**config.mk**
```make
export PLATFORM = sky130hd
export DESIGN_NAME = ba_window_tracker
export DESIGN_NICKNAME = d
export VERILOG_FILES = /design/src/rtl/bawt_pkg.sv /design/src/rtl/bawt_slots.sv /design/src/rtl/bawt_ctrl.sv /design/src/rtl/ba_window_tracker.sv
export SDC_FILE = /design/constraint.sdc
export NUM_CORES = 2
export LEC_CHECK = 0
export BUFFER_PORTS_ARGS = -buffer_cell sky130_fd_sc_hd__buf_2
export CAP_MARGIN = 5
export CORE_ASPECT_RATIO = 0.9
export CORE_MARGIN = 2
export CORE_UTILIZATION = 30
export CTS_BUF_LIST = sky130_fd_sc_hd__clkbuf_4 sky130_fd_sc_hd__clkbuf_8
export CTS_CLUSTER_SIZE = 8
export DETAILED_ROUTE_END_ITERATION = 8
export PLACE_DENSITY_LB_ADDON = 0.2
export SYNTH_ARGS = -nofsm -noshare
export SYNTH_HDL_FRONTEND = slang
export SYNTH_SLANG_ARGS = --single-unit
```
**constraint.sdc**
```tcl
create_clock -name clk -period 11.4 [get_ports clk]
set_clock_uncertainty 0.05 [all_clocks]
set_input_delay 0.57 -clock clk [delete_from_list [all_inputs] [get_ports clk]]
set_output_delay 0.57 -clock clk [all_outputs]
set_load 0.02 [all_outputs]
```
**src/rtl/bawt_pkg.sv**
```systemverilog
package bawt_pkg;
  localparam int SEQ_W = 12;
  localparam int WIN   = 64;
  localparam int IDX_W = $clog2(WIN);
  localparam int CNT_W = $clog2(WIN + 1);
  localparam int CFG_W = 7;

  typedef struct packed {
    logic             push;
    logic [IDX_W-1:0] pushIdx;
    logic             pop;
    logic [IDX_W-1:0] popIdx;
    logic             retry;
    logic [IDX_W-1:0] retryIdx;
  } strobe_t;
endpackage

```
**src/rtl/bawt_slots.sv**
```systemverilog
module bawt_slots
  import bawt_pkg::*;
(
  input  logic               clk,
  input  logic               rstN,
  input  strobe_t            stb,
  input  logic [SEQ_W-1:0]   headSeq,
  input  logic [WIN-1:0]     winMask,
  input  logic               baValid,
  input  logic [SEQ_W-1:0]   baSsn,
  input  logic [WIN-1:0]     baBitmap,
  input  logic [CFG_W-1:0]   cfgRetryLim,
  output logic [WIN-1:0]     doneVec,
  output logic [WIN-1:0]     failVec,
  output logic [WIN-1:0]     pendVec
);
  logic [IDX_W-1:0] headIdx;
  assign headIdx = headSeq[IDX_W-1:0];

  for (genvar s = 0; s < WIN; s++) begin : g_slot
    localparam logic [IDX_W-1:0] SlotIdx = IDX_W'(s);
    logic             sentQ, ackQ, failQ;
    logic [CFG_W-1:0] rtyQ;
    logic [IDX_W-1:0] rel;
    logic [SEQ_W-1:0] slotSeq, rptOff;
    logic             hit, bitSet;

    always_comb begin
      rel     = SlotIdx - headIdx;
      slotSeq = headSeq + SEQ_W'(rel);
      rptOff  = slotSeq - baSsn;
      hit     = baValid && winMask[s] && (rptOff < SEQ_W'(WIN))
                && sentQ && !ackQ && !failQ;
      bitSet  = baBitmap[rptOff[IDX_W-1:0]];
    end

    always_ff @(posedge clk) begin
      if (!rstN || (stb.pop && stb.popIdx == SlotIdx)) begin
        sentQ <= 1'b0;
        ackQ  <= 1'b0;
        failQ <= 1'b0;
        rtyQ  <= '0;
      end else begin
        if (stb.push && stb.pushIdx == SlotIdx) sentQ <= 1'b1;
        if (stb.retry && stb.retryIdx == SlotIdx) begin
          sentQ <= 1'b1;
          rtyQ  <= rtyQ + 1'b1;
        end
        if (hit) begin
          if (bitSet)                   ackQ  <= 1'b1;
          else if (rtyQ >= cfgRetryLim) failQ <= 1'b1;
          else                          sentQ <= 1'b0;
        end
      end
    end

    assign doneVec[s] = ackQ | failQ;
    assign failVec[s] = failQ;
    assign pendVec[s] = winMask[s] & ~sentQ & ~ackQ & ~failQ;
  end
endmodule

```
**src/rtl/bawt_ctrl.sv**
```systemverilog
module bawt_ctrl
  import bawt_pkg::*;
(
  input  logic               clk,
  input  logic               rstN,
  input  logic [CFG_W-1:0]   cfgWinSize,
  input  logic               cfgInOrder,
  input  logic               sendValid,
  input  logic               retryTaken,
  input  logic [WIN-1:0]     doneVec,
  input  logic [WIN-1:0]     failVec,
  input  logic [WIN-1:0]     pendVec,
  output strobe_t            stb,
  output logic [SEQ_W-1:0]   headSeq,
  output logic [CNT_W-1:0]   count,
  output logic [WIN-1:0]     winMask,
  output logic               sendReady,
  output logic [SEQ_W-1:0]   sendSeq,
  output logic               retryValid,
  output logic [SEQ_W-1:0]   retrySeq,
  output logic               doneValid,
  output logic [SEQ_W-1:0]   doneSeq,
  output logic               doneFail
);
  logic [IDX_W-1:0] headIdx, retryOff;
  logic [CNT_W-1:0] effWin;
  logic             retryHit;

  assign headIdx = headSeq[IDX_W-1:0];

  always_comb begin
    if (cfgInOrder)                      effWin = CNT_W'(1);
    else if (cfgWinSize > CFG_W'(WIN))   effWin = CNT_W'(WIN);
    else                                 effWin = CNT_W'(cfgWinSize);
  end

  for (genvar s = 0; s < WIN; s++) begin : g_mask
    logic [IDX_W-1:0] rel;
    assign rel        = IDX_W'(s) - headIdx;
    assign winMask[s] = CNT_W'(rel) < count;
  end

  always_comb begin
    retryHit = 1'b0;
    retryOff = '0;
    for (int k = WIN - 1; k >= 0; k--) begin
      if (pendVec[headIdx + IDX_W'(k)]) begin
        retryHit = 1'b1;
        retryOff = IDX_W'(k);
      end
    end
  end

  assign sendReady  = count < effWin;
  assign sendSeq    = headSeq + SEQ_W'(count);
  assign retryValid = retryHit;
  assign retrySeq   = headSeq + SEQ_W'(retryOff);
  assign doneValid  = (count != '0) && doneVec[headIdx];
  assign doneSeq    = headSeq;
  assign doneFail   = doneValid && failVec[headIdx];

  always_comb begin
    stb.push     = sendValid && sendReady;
    stb.pushIdx  = sendSeq[IDX_W-1:0];
    stb.pop      = doneValid;
    stb.popIdx   = headIdx;
    stb.retry    = retryTaken && retryHit;
    stb.retryIdx = retrySeq[IDX_W-1:0];
  end

  always_ff @(posedge clk) begin
    if (!rstN) begin
      headSeq <= '0;
      count   <= '0;
    end else begin
      if (stb.pop) headSeq <= headSeq + 1'b1;
      count <= count + CNT_W'(stb.push) - CNT_W'(stb.pop);
    end
  end
endmodule

```
**src/rtl/ba_window_tracker.sv**
```systemverilog
module ba_window_tracker
  import bawt_pkg::*;
(
  input  logic         clk,
  input  logic         rstN,
  input  logic [6:0]   cfgWinSize,
  input  logic [6:0]   cfgRetryLim,
  input  logic         cfgInOrder,
  input  logic         sendValid,
  output logic         sendReady,
  output logic [11:0]  sendSeq,
  input  logic         baValid,
  input  logic [11:0]  baSsn,
  input  logic [63:0]  baBitmap,
  output logic         retryValid,
  output logic [11:0]  retrySeq,
  input  logic         retryTaken,
  output logic         doneValid,
  output logic [11:0]  doneSeq,
  output logic         doneFail
);
  strobe_t          stb;
  logic [SEQ_W-1:0] headSeq;
  logic [CNT_W-1:0] count;
  logic [WIN-1:0]   winMask, doneVec, failVec, pendVec;

  bawt_ctrl u_ctrl (
    .clk(clk), .rstN(rstN), .cfgWinSize(cfgWinSize), .cfgInOrder(cfgInOrder),
    .sendValid(sendValid), .retryTaken(retryTaken),
    .doneVec(doneVec), .failVec(failVec), .pendVec(pendVec),
    .stb(stb), .headSeq(headSeq), .count(count), .winMask(winMask),
    .sendReady(sendReady), .sendSeq(sendSeq),
    .retryValid(retryValid), .retrySeq(retrySeq),
    .doneValid(doneValid), .doneSeq(doneSeq), .doneFail(doneFail)
  );

  bawt_slots u_slots (
    .clk(clk), .rstN(rstN), .stb(stb), .headSeq(headSeq), .winMask(winMask),
    .baValid(baValid), .baSsn(baSsn), .baBitmap(baBitmap),
    .cfgRetryLim(cfgRetryLim),
    .doneVec(doneVec), .failVec(failVec), .pendVec(pendVec)
  );
endmodule

```
# Word-level counts from Yosys, hierarchy flattened

Index checks and enable logic that the tools add are counted.

Register bits: 659
Input port bits: 96
Output and inout bits: 40
Word-level logic and storage cells: 3,156

Add/sub/neg operators: 324
Magnitude comparators: 322
Equal/unequal tests: 189
Multiplexer cells: 710
Bitwise logic cells: 512
Reduce and logical (&&, ||, !) cells: 841

Operator list:

| cell                | count |
|---|---|
| $lt 6x7->1 const B  | 128 |
| $add 12x6->12       | 65 |
| $bmux 1 s6          | 130 |
| $lt 12x7->1 const B | 64 |
| $sub 12x12->12      | 64 |
| $eq 6x6->1 const B  | 96 |
| $logic_and 1x1->1   | 516 |
| $mux 1              | 514 |
| $add 7x1->7 const B | 64 |
| $ge 7x7->1          | 64 |
| $lt 6x7->1          | 64 |
| $mux 6              | 64 |
| $eq 6x5->1 const B  | 48 |
| $not 1->1           | 256 |
| $add 6x6->6 const B | 32 |
| $and 1x1->1         | 192 |
| $reduce_and 3->1    | 64 |
| $sub 6x6->6 const A | 32 |
| $eq 6x4->1 const B  | 24 |
| $logic_not 1->1     | 129 |
| $reduce_and 2->1    | 64 |
| $add 6x5->6 const B | 16 |
| $sub 5x6->6 const A | 16 |
| $eq 6x3->1 const B  | 12 |
| 21 further kinds    | 180 |

# Longest topological paths before layout

Depth in word-level cells: 78
Depth in mapped cells: 41
Mapped depth without buffers: 34

# Cells and area by module

A second synthesis with hierarchy kept.

Cell total of the unflattened synthesis: 8,634
Area, all modules: 73,468.0 um2

By module, submodules not included:

| module     | times used | cells an instance | area an instance (um2) | seq. area each (um2) |
|---|---|---|---|---|
| bawt_slots | 1          | 7,170             | 57,915.5               | 12,812.3 |
| bawt_ctrl  | 1          | 1,464             | 15,552.4               | 380.4 |

# Least setup slack after synthesis

OpenSTA, ideal clock, no wires.

Kind: register to register
From: register u_ctrl.headSeq[3] (netlist: u_ctrl.doneSeq[3])
To: register u_slots.g_slot[59].rtyQ[6]
Library setup time: 0.137 ns
Data arrival time: 10.965 ns
Slack: 0.248 ns
Cell stages (with the launch flop): 39
Clock period less this slack: 11.152 ns
Cells stage by stage: dfxtp_1 -> inv_2 -> buf_1 -> clkbuf_1 -> clkbuf_1 -> clkbuf_1 -> ha_1 -> clkbuf_1 -> clkbuf_1 -> inv_1 -> o21ai_1 -> a21o_1 -> xnor2_1 -> ha_1 -> a211oi_1 -> o31ai_1 -> a31o_2 -> o32a_1 -> [... 3 more ...] -> a21oi_1 -> o211a_1 -> a2111oi_0 -> o31ai_1 -> a2111oi_0 -> nor2_1 -> ha_1 -> fa_1 -> a21o_1 -> a21oi_1 -> xnor2_1 -> inv_2 -> buf_1 -> clkbuf_1 -> nand3_1 -> a2111oi_0 -> xnor2_1 -> nor2_1

Word-level cells in the longest chain between the ends: 74
Elaborated cells between the ends (all ways): 649
Classes of those cells: add/sub: 128; order compare: 64; eq/ne: 2; mux: 258; bitwise: 192; reduce/logical: 5

Ends and longest elaborated chain:

| element                                   | RTL line                | text |
|---|---|---|
| from (decl)                               | bawt_ctrl.sv:14         | `output logic [SEQ_W-1:0] headSeq,` |
| from (signal assigned)                    | bawt_ctrl.sv:76         | `if (stb.pop) headSeq <= headSeq + 1'b1;` |
| $sub 1x6->6, or another cell as far along | bawt_ctrl.sv:39         | `assign rel = IDX_W'(s) - headIdx;` |
| $lt 6x7->1                                | bawt_ctrl.sv:40         | `assign winMask[s] = CNT_W'(rel) < count;` |
| $and 1x1->1 (3 in a row)                  | bawt_slots.sv:59        | `assign pendVec[s] = winMask[s] & ~sentQ & ~ackQ & ~failQ;` |
| $bmux 1 s6                                | bawt_ctrl.sv:47         | `if (pendVec[headIdx + IDX_W'(k)]) begin` |
| $mux 1 (implied by the code)              | bawt_ctrl.sv:47         |  |
| $mux 6 (64 in a row)                      | bawt_ctrl.sv:47         |  |
| $add 12x6->12 *                           | bawt_ctrl.sv:57         | `assign retrySeq = headSeq + SEQ_W'(retryOff);` |
| named net retrySeq[4]                     | ba_window_tracker.sv:16 | `output logic [11:0] retrySeq,` |
| $eq 6x6->1 *                              | bawt_slots.sv:45        | `if (stb.retry && stb.retryIdx == SlotIdx) begin` |
| $logic_and 1x1->1 *                       | bawt_slots.sv:45        |  |
| to (signal assigned)                      | bawt_slots.sv:47        | `rtyQ <= rtyQ + 1'b1;` |
| to (decl)                                 | bawt_slots.sv:23        | `logic [CFG_W-1:0] rtyQ;` |

The timed path passes the listed nets; every way through them passes the cells marked *. The select of a mux whose other input is x is not followed.
A chain may end at the register's enable or synchronous reset.

# Final worst setup path

From: register u_ctrl.headSeq[3] (netlist: u_ctrl.doneSeq[3])
To: output port retrySeq[10]

Word-level cells in the longest chain between the ends: 72
Elaborated cells between the ends (all ways): 576
Classes of those cells: add/sub: 128; order compare: 64; mux: 192; bitwise: 192

Ends and longest elaborated chain:

| element                                   | RTL line |
|---|---|
| $sub 1x6->6, or another cell as far along | bawt_ctrl.sv:39 |
| $lt 6x7->1                                | bawt_ctrl.sv:40 |
| $and 1x1->1 (3 in a row)                  | bawt_slots.sv:59 |
| $bmux 1 s6                                | bawt_ctrl.sv:47 |
| $mux 1 (implied by the code)              | bawt_ctrl.sv:47 |
| $mux 6 (64 in a row)                      | bawt_ctrl.sv:47 |
| $add 12x6->12 *                           | bawt_ctrl.sv:57 |
| to (decl)                                 | ba_window_tracker.sv:16 |

Mark *: on every way between the ends. The rest lies on a longest branch, timed or not. The select of a mux whose other input is x is not followed.

==> summary.md <==
| Metric | Value |
|---|---|
| Final Cell Area | 0.0827 mm^2 |
| Clock sink count | 659 |
| Final critical path time including I/O delays and setup | about 11000 ps |
| Layout cell share with drive strength beyond 1 | 14.1% |
| Final #Nets | approximately 10000 |
| Routed vias | between 70000 and 80000 |
| Static Leak | between 30 and 40 nW |
| Synth unique cells | 85 |
| Slew @ Worst Pin | 1470 ps |
| RSZ-0062 raised after global routing | no |
| GPL Wtd Cong | approximately 1.0 |
| R2r startpoint | u_ctrl.doneSeq[1]$_SDFFE_PN0P_ |
| VDD IR max | approximately 160 uV |
| I/O Pins | between 100 and 150 |
| Setup tns final | 0 ps |
| CP Class | flip-flop to output pin |
| Pins Over Slew Limit | 0 |
| Final worst path period share | between 90% and 100% |
| Flop pwr share | 19.8% |
| Crit path max-delay cell type | mux4_2 |
| FF-to-FF setup slack | approximately 450 ps |
| Cell Count, Final, Fillers Out | between 10000 and 15000 |
| Worst slew margin | ~1.6% |
| FF-to-FF End | u_slots.g_slot[4].rtyQ[6]$_SDFFE_PP0P_ |
| Max-cap check violation count | 0 |
| Endpoint type of the worst setup path | output pin |
| Mapped Nets | 9657 |
| Clock latency at the later pin of the worst-skew pair | around 970 ps |
| Clock slew at reported path FFs | 50 ps |
| Syn Area/Cell | between 8 and 9 um^2 |
| Seq. cell area | 0.0132 mm^2 |
| Switching share of total power | roughly 47% |
| Final Hold Fails | 0 |
| FP Rows | 172 |
| Setup violations, final | 0 |
| Psw | ~0.0057 W |
| Initial antenna violation count | 23 |
| Synth Flop Type | dfxtp_1 |
| Routed length per instance | around 28 um |
| Yosys warnings | 0 |
| DRC viols | 0 |
| Clock power share | approximately a quarter |
| Hold Crit Class | primary input to flip-flop |
| Root Buffer | clkbuf_8 |
| DP Area | 0.0796 mm^2 |
| Chip Width | 525 um |
| Post-CTS setup buffer count | 0 |
| Max Freq | ~91 MHz |
| Post-synth ARST share | 0% |
| Htree depth | 4 |
| CTS tree | yes |
| CTS max path bufs | 3 |
| Crit start category | flip-flop |
| Number of enable flip-flop cells after synthesis | 0 |
| Synth Instances | between 8000 and 9000 |
| Hold_sp | cfgRetryLim[6] |
| Height of the die | roughly 470 um |
| Pwr dens | 145 mW/mm^2 |
| GRT Util Overall | 27.0% |
| Combinational Power Share | approximately 56% |
| DRT iter0 DRCs | a little over 8000 |
| Routed wire length | around 350 mm |
| Placed insts | 12000 |
| WP data required | between 10000 and 15000 ps |
| Worst Hold Path Cells | 5 |
| Pint | about 0.0063 W |
| Fill cells | 25200 |
| Multi-input logic area | about 0.056 mm^2 |
| Post-synthesis sequential area ratio | between 10% and 20% |
| Antenna-violating nets left | 0 |
| Area of the mapped netlist | about 0.073 mm^2 |
| CP max FO | 19 |
| Die ar. | 0.248 mm^2 |
| Area Overhead vs Synth | 13.1% |
| Global-route wire length before repair | 492 mm |
| Post-synthesis register bit count | between 600 and 700 |
| First-pass DRT Iterations | 6 |
| PortBufs | ~140 |
| GRT overflow | 0 |
| Largest net degree at the start of global routing | about 160 |
| Worst r2r path cells | 30 |
| Initial core utilization | roughly 30% |
| Worst Hold Path EP | u_slots.g_slot[23].sentQ$_SDFF_PP0_ |
| Slowest stage delay, CP | 710 ps |
| Vias per inst | between 5 and 6 |
| Status | finished clean |
| DP HPWL | about 260 mm |
| Number of global-route vias before repair | roughly 67000 |
| TritonCTS buffer count | 140 |
| Core Area | 0.243 mm^2 |
| Crit path DAT | ~10000 ps |
-- final cells by class --
type	count	share of cell area, %
Antenna cell	10	0.0302
Clock buffer	212	3.22
Clock inverter	27	0.449
Inverter	653	2.99
Multi-Input combinational cell	6976	68.0
Sequential cell	659	16.0
Tap cell	3219	4.87
Timing Repair Buffer	522	4.50
-- cells in the mapped netlist (45+ instances only) --
library cell  count  area share (%)
a21o_1          323             3.3
nand2b_1        162             1.4
mux2i_1         666             9.1
and2_1           60            0.51
a31oi_1          56            0.48
xor2_1           93             1.1
inv_1           640             3.3
a31o_2           55            0.66
o21ai_0         200             1.4
a21oi_1         764             5.2
nand4_1         111            0.95
nor4_1           68            0.58
ha_1            912              16
a2111oi_0        76            0.91
mux4_2          267             8.2
nand2_1         255             1.3
nor2b_1         107            0.91
buf_1            56            0.29
clkbuf_1        226             1.2
o31ai_1          65            0.67
xnor2_1         560             6.7
dfxtp_1         659              18
or4_1            53            0.54
o21bai_1        148             1.5
nor3_1          116            0.79
nor2_1          884             4.5
a211oi_1        299             3.1
buf_2            45            0.31
nand3_1         222             1.5
-- flip-flops by register name, indices dropped and copies added, names as in the netlist --
name	flops
u_slots.g_slot.ackQ	64
u_slots.g_slot.failQ	64
u_slots.g_slot.rtyQ	448
u_ctrl.count	7
u_slots.g_slot.sentQ	64
u_ctrl.doneSeq	12
-- kinds of logic after synthesis --
family	after synthesis	synth area share, %
AOI/OAI and AO/OA	2285	20.9
xor gates and xnor gates	655	7.86
adders and majority gates	919	15.8
buffers and inverters	1007	5.45
and+or+nand+nor	2155	14.2
muxes	962	17.8
DFF	659	18.0
-- metrics by stage --
step / worst slack (ps) / hold WS (ps) / utilization [%] / power (W)
after floorplan: 248 / 376 / - / 0.00623
after global placement: 78.3 / 388 / 32.7 / 0.00888
after detailed placement: 237 / 394 / 32.7 / 0.00894
after CTS: 18.7 / 186 / 34.0 / 0.0119
after global routing: 17.2 / 302 / 34.0 / 0.0124
final: 380 / 322 / 34.0 / 0.0120
-- power groups by stage --
stage / clock (W) / combinational [W] / sequential, W
after global placement: 0 / 0.00645 / 0.00244
after CTS: 0.00295 / 0.00652 / 0.00239
final: 0.00285 / 0.00679 / 0.00239
after global routing: 0.00302 / 0.00698 / 0.00239
after floorplan: 0 / 0.00382 / 0.00241
after detailed placement: 0 / 0.00650 / 0.00243
-- layout by cell type (no fill, tap or decap), drive strengths merged, types with 56 or more instances in the layout --
cell / synthesis / layout
and2: 61 / 61
nand2b: 163 / 163
nor2b: 107 / 107
a211oi: 308 / 308
o21ai: 238 / 238
o31ai: 65 / 65
dfxtp: 659 / 659
nand4: 111 / 111
nand3: 222 / 222
a21o: 323 / 323
xor2: 93 / 93
a31o: 97 / 97
clkbuf: 226 / 212
mux4: 267 / 267
mux2i: 666 / 666
nor2: 884 / 884
nand2: 255 / 255
o21bai: 148 / 148
nor4: 70 / 70
a2111oi: 96 / 96
buf: 128 / 521
nor3: 116 / 116
ha: 912 / 912
a21oi: 788 / 788
xnor2: 562 / 562
a31oi: 56 / 56
inv: 650 / 662
-- critical path, delay by kind of cell (launching register included) --
family	cells	cell delay, ps
AOI/OAI and AO/OA	14	4050
xor gates and xnor gates	2	320
adders and majority gates	4	1330
muxes	3	1500
and+or+nand+nor	3	360
buffers and inverters	4	1210
DFF	1	660
-- timing repair --
| item | in CTS | in global routing |
|---|---|---|
| hold buffers | 1 | 0 |
| setup endpoints to repair | 5 | 18 |
| hold endpoints to repair | 1 | 0 |
| gates resized for setup | 1 | 18 |
-- per-layer routing --
| layer | wire length, um | track usage, % |
|---|---|---|
| met5 | 83 | 0 |
| met4 | 16500 | 11.6 |
| met3 | 35300 | 6.67 |
| met2 | 138000 | 38.7 |
| met1 | 156000 | 38.1 |
-- how the worst max path moves through the flow --
| stage | start | end | slack (ps) |
|---|---|---|---|
| final | u_ctrl.doneSeq[3]$_SDFFE_PN0P_ | retrySeq[10] | 380 |
| after global placement | u_ctrl.doneSeq[2]$_SDFFE_PN0P_ | u_slots.g_slot[4].rtyQ[4]$_SDFFE_PP0P_ | 80 |
| after detailed placement | u_ctrl.doneSeq[2]$_SDFFE_PN0P_ | u_slots.g_slot[4].rtyQ[4]$_SDFFE_PP0P_ | 240 |
| after floorplan | u_ctrl.doneSeq[3]$_SDFFE_PN0P_ | u_slots.g_slot[59].rtyQ[6]$_SDFFE_PP0P_ | 250 |
| after global routing | u_ctrl.doneSeq[3]$_SDFFE_PN0P_ | retrySeq[10] | 20 |
| after CTS | u_ctrl.doneSeq[2]$_SDFFE_PN0P_ | retrySeq[10] | 20 |
No activity file was read; power rests on OpenSTA's default activity.
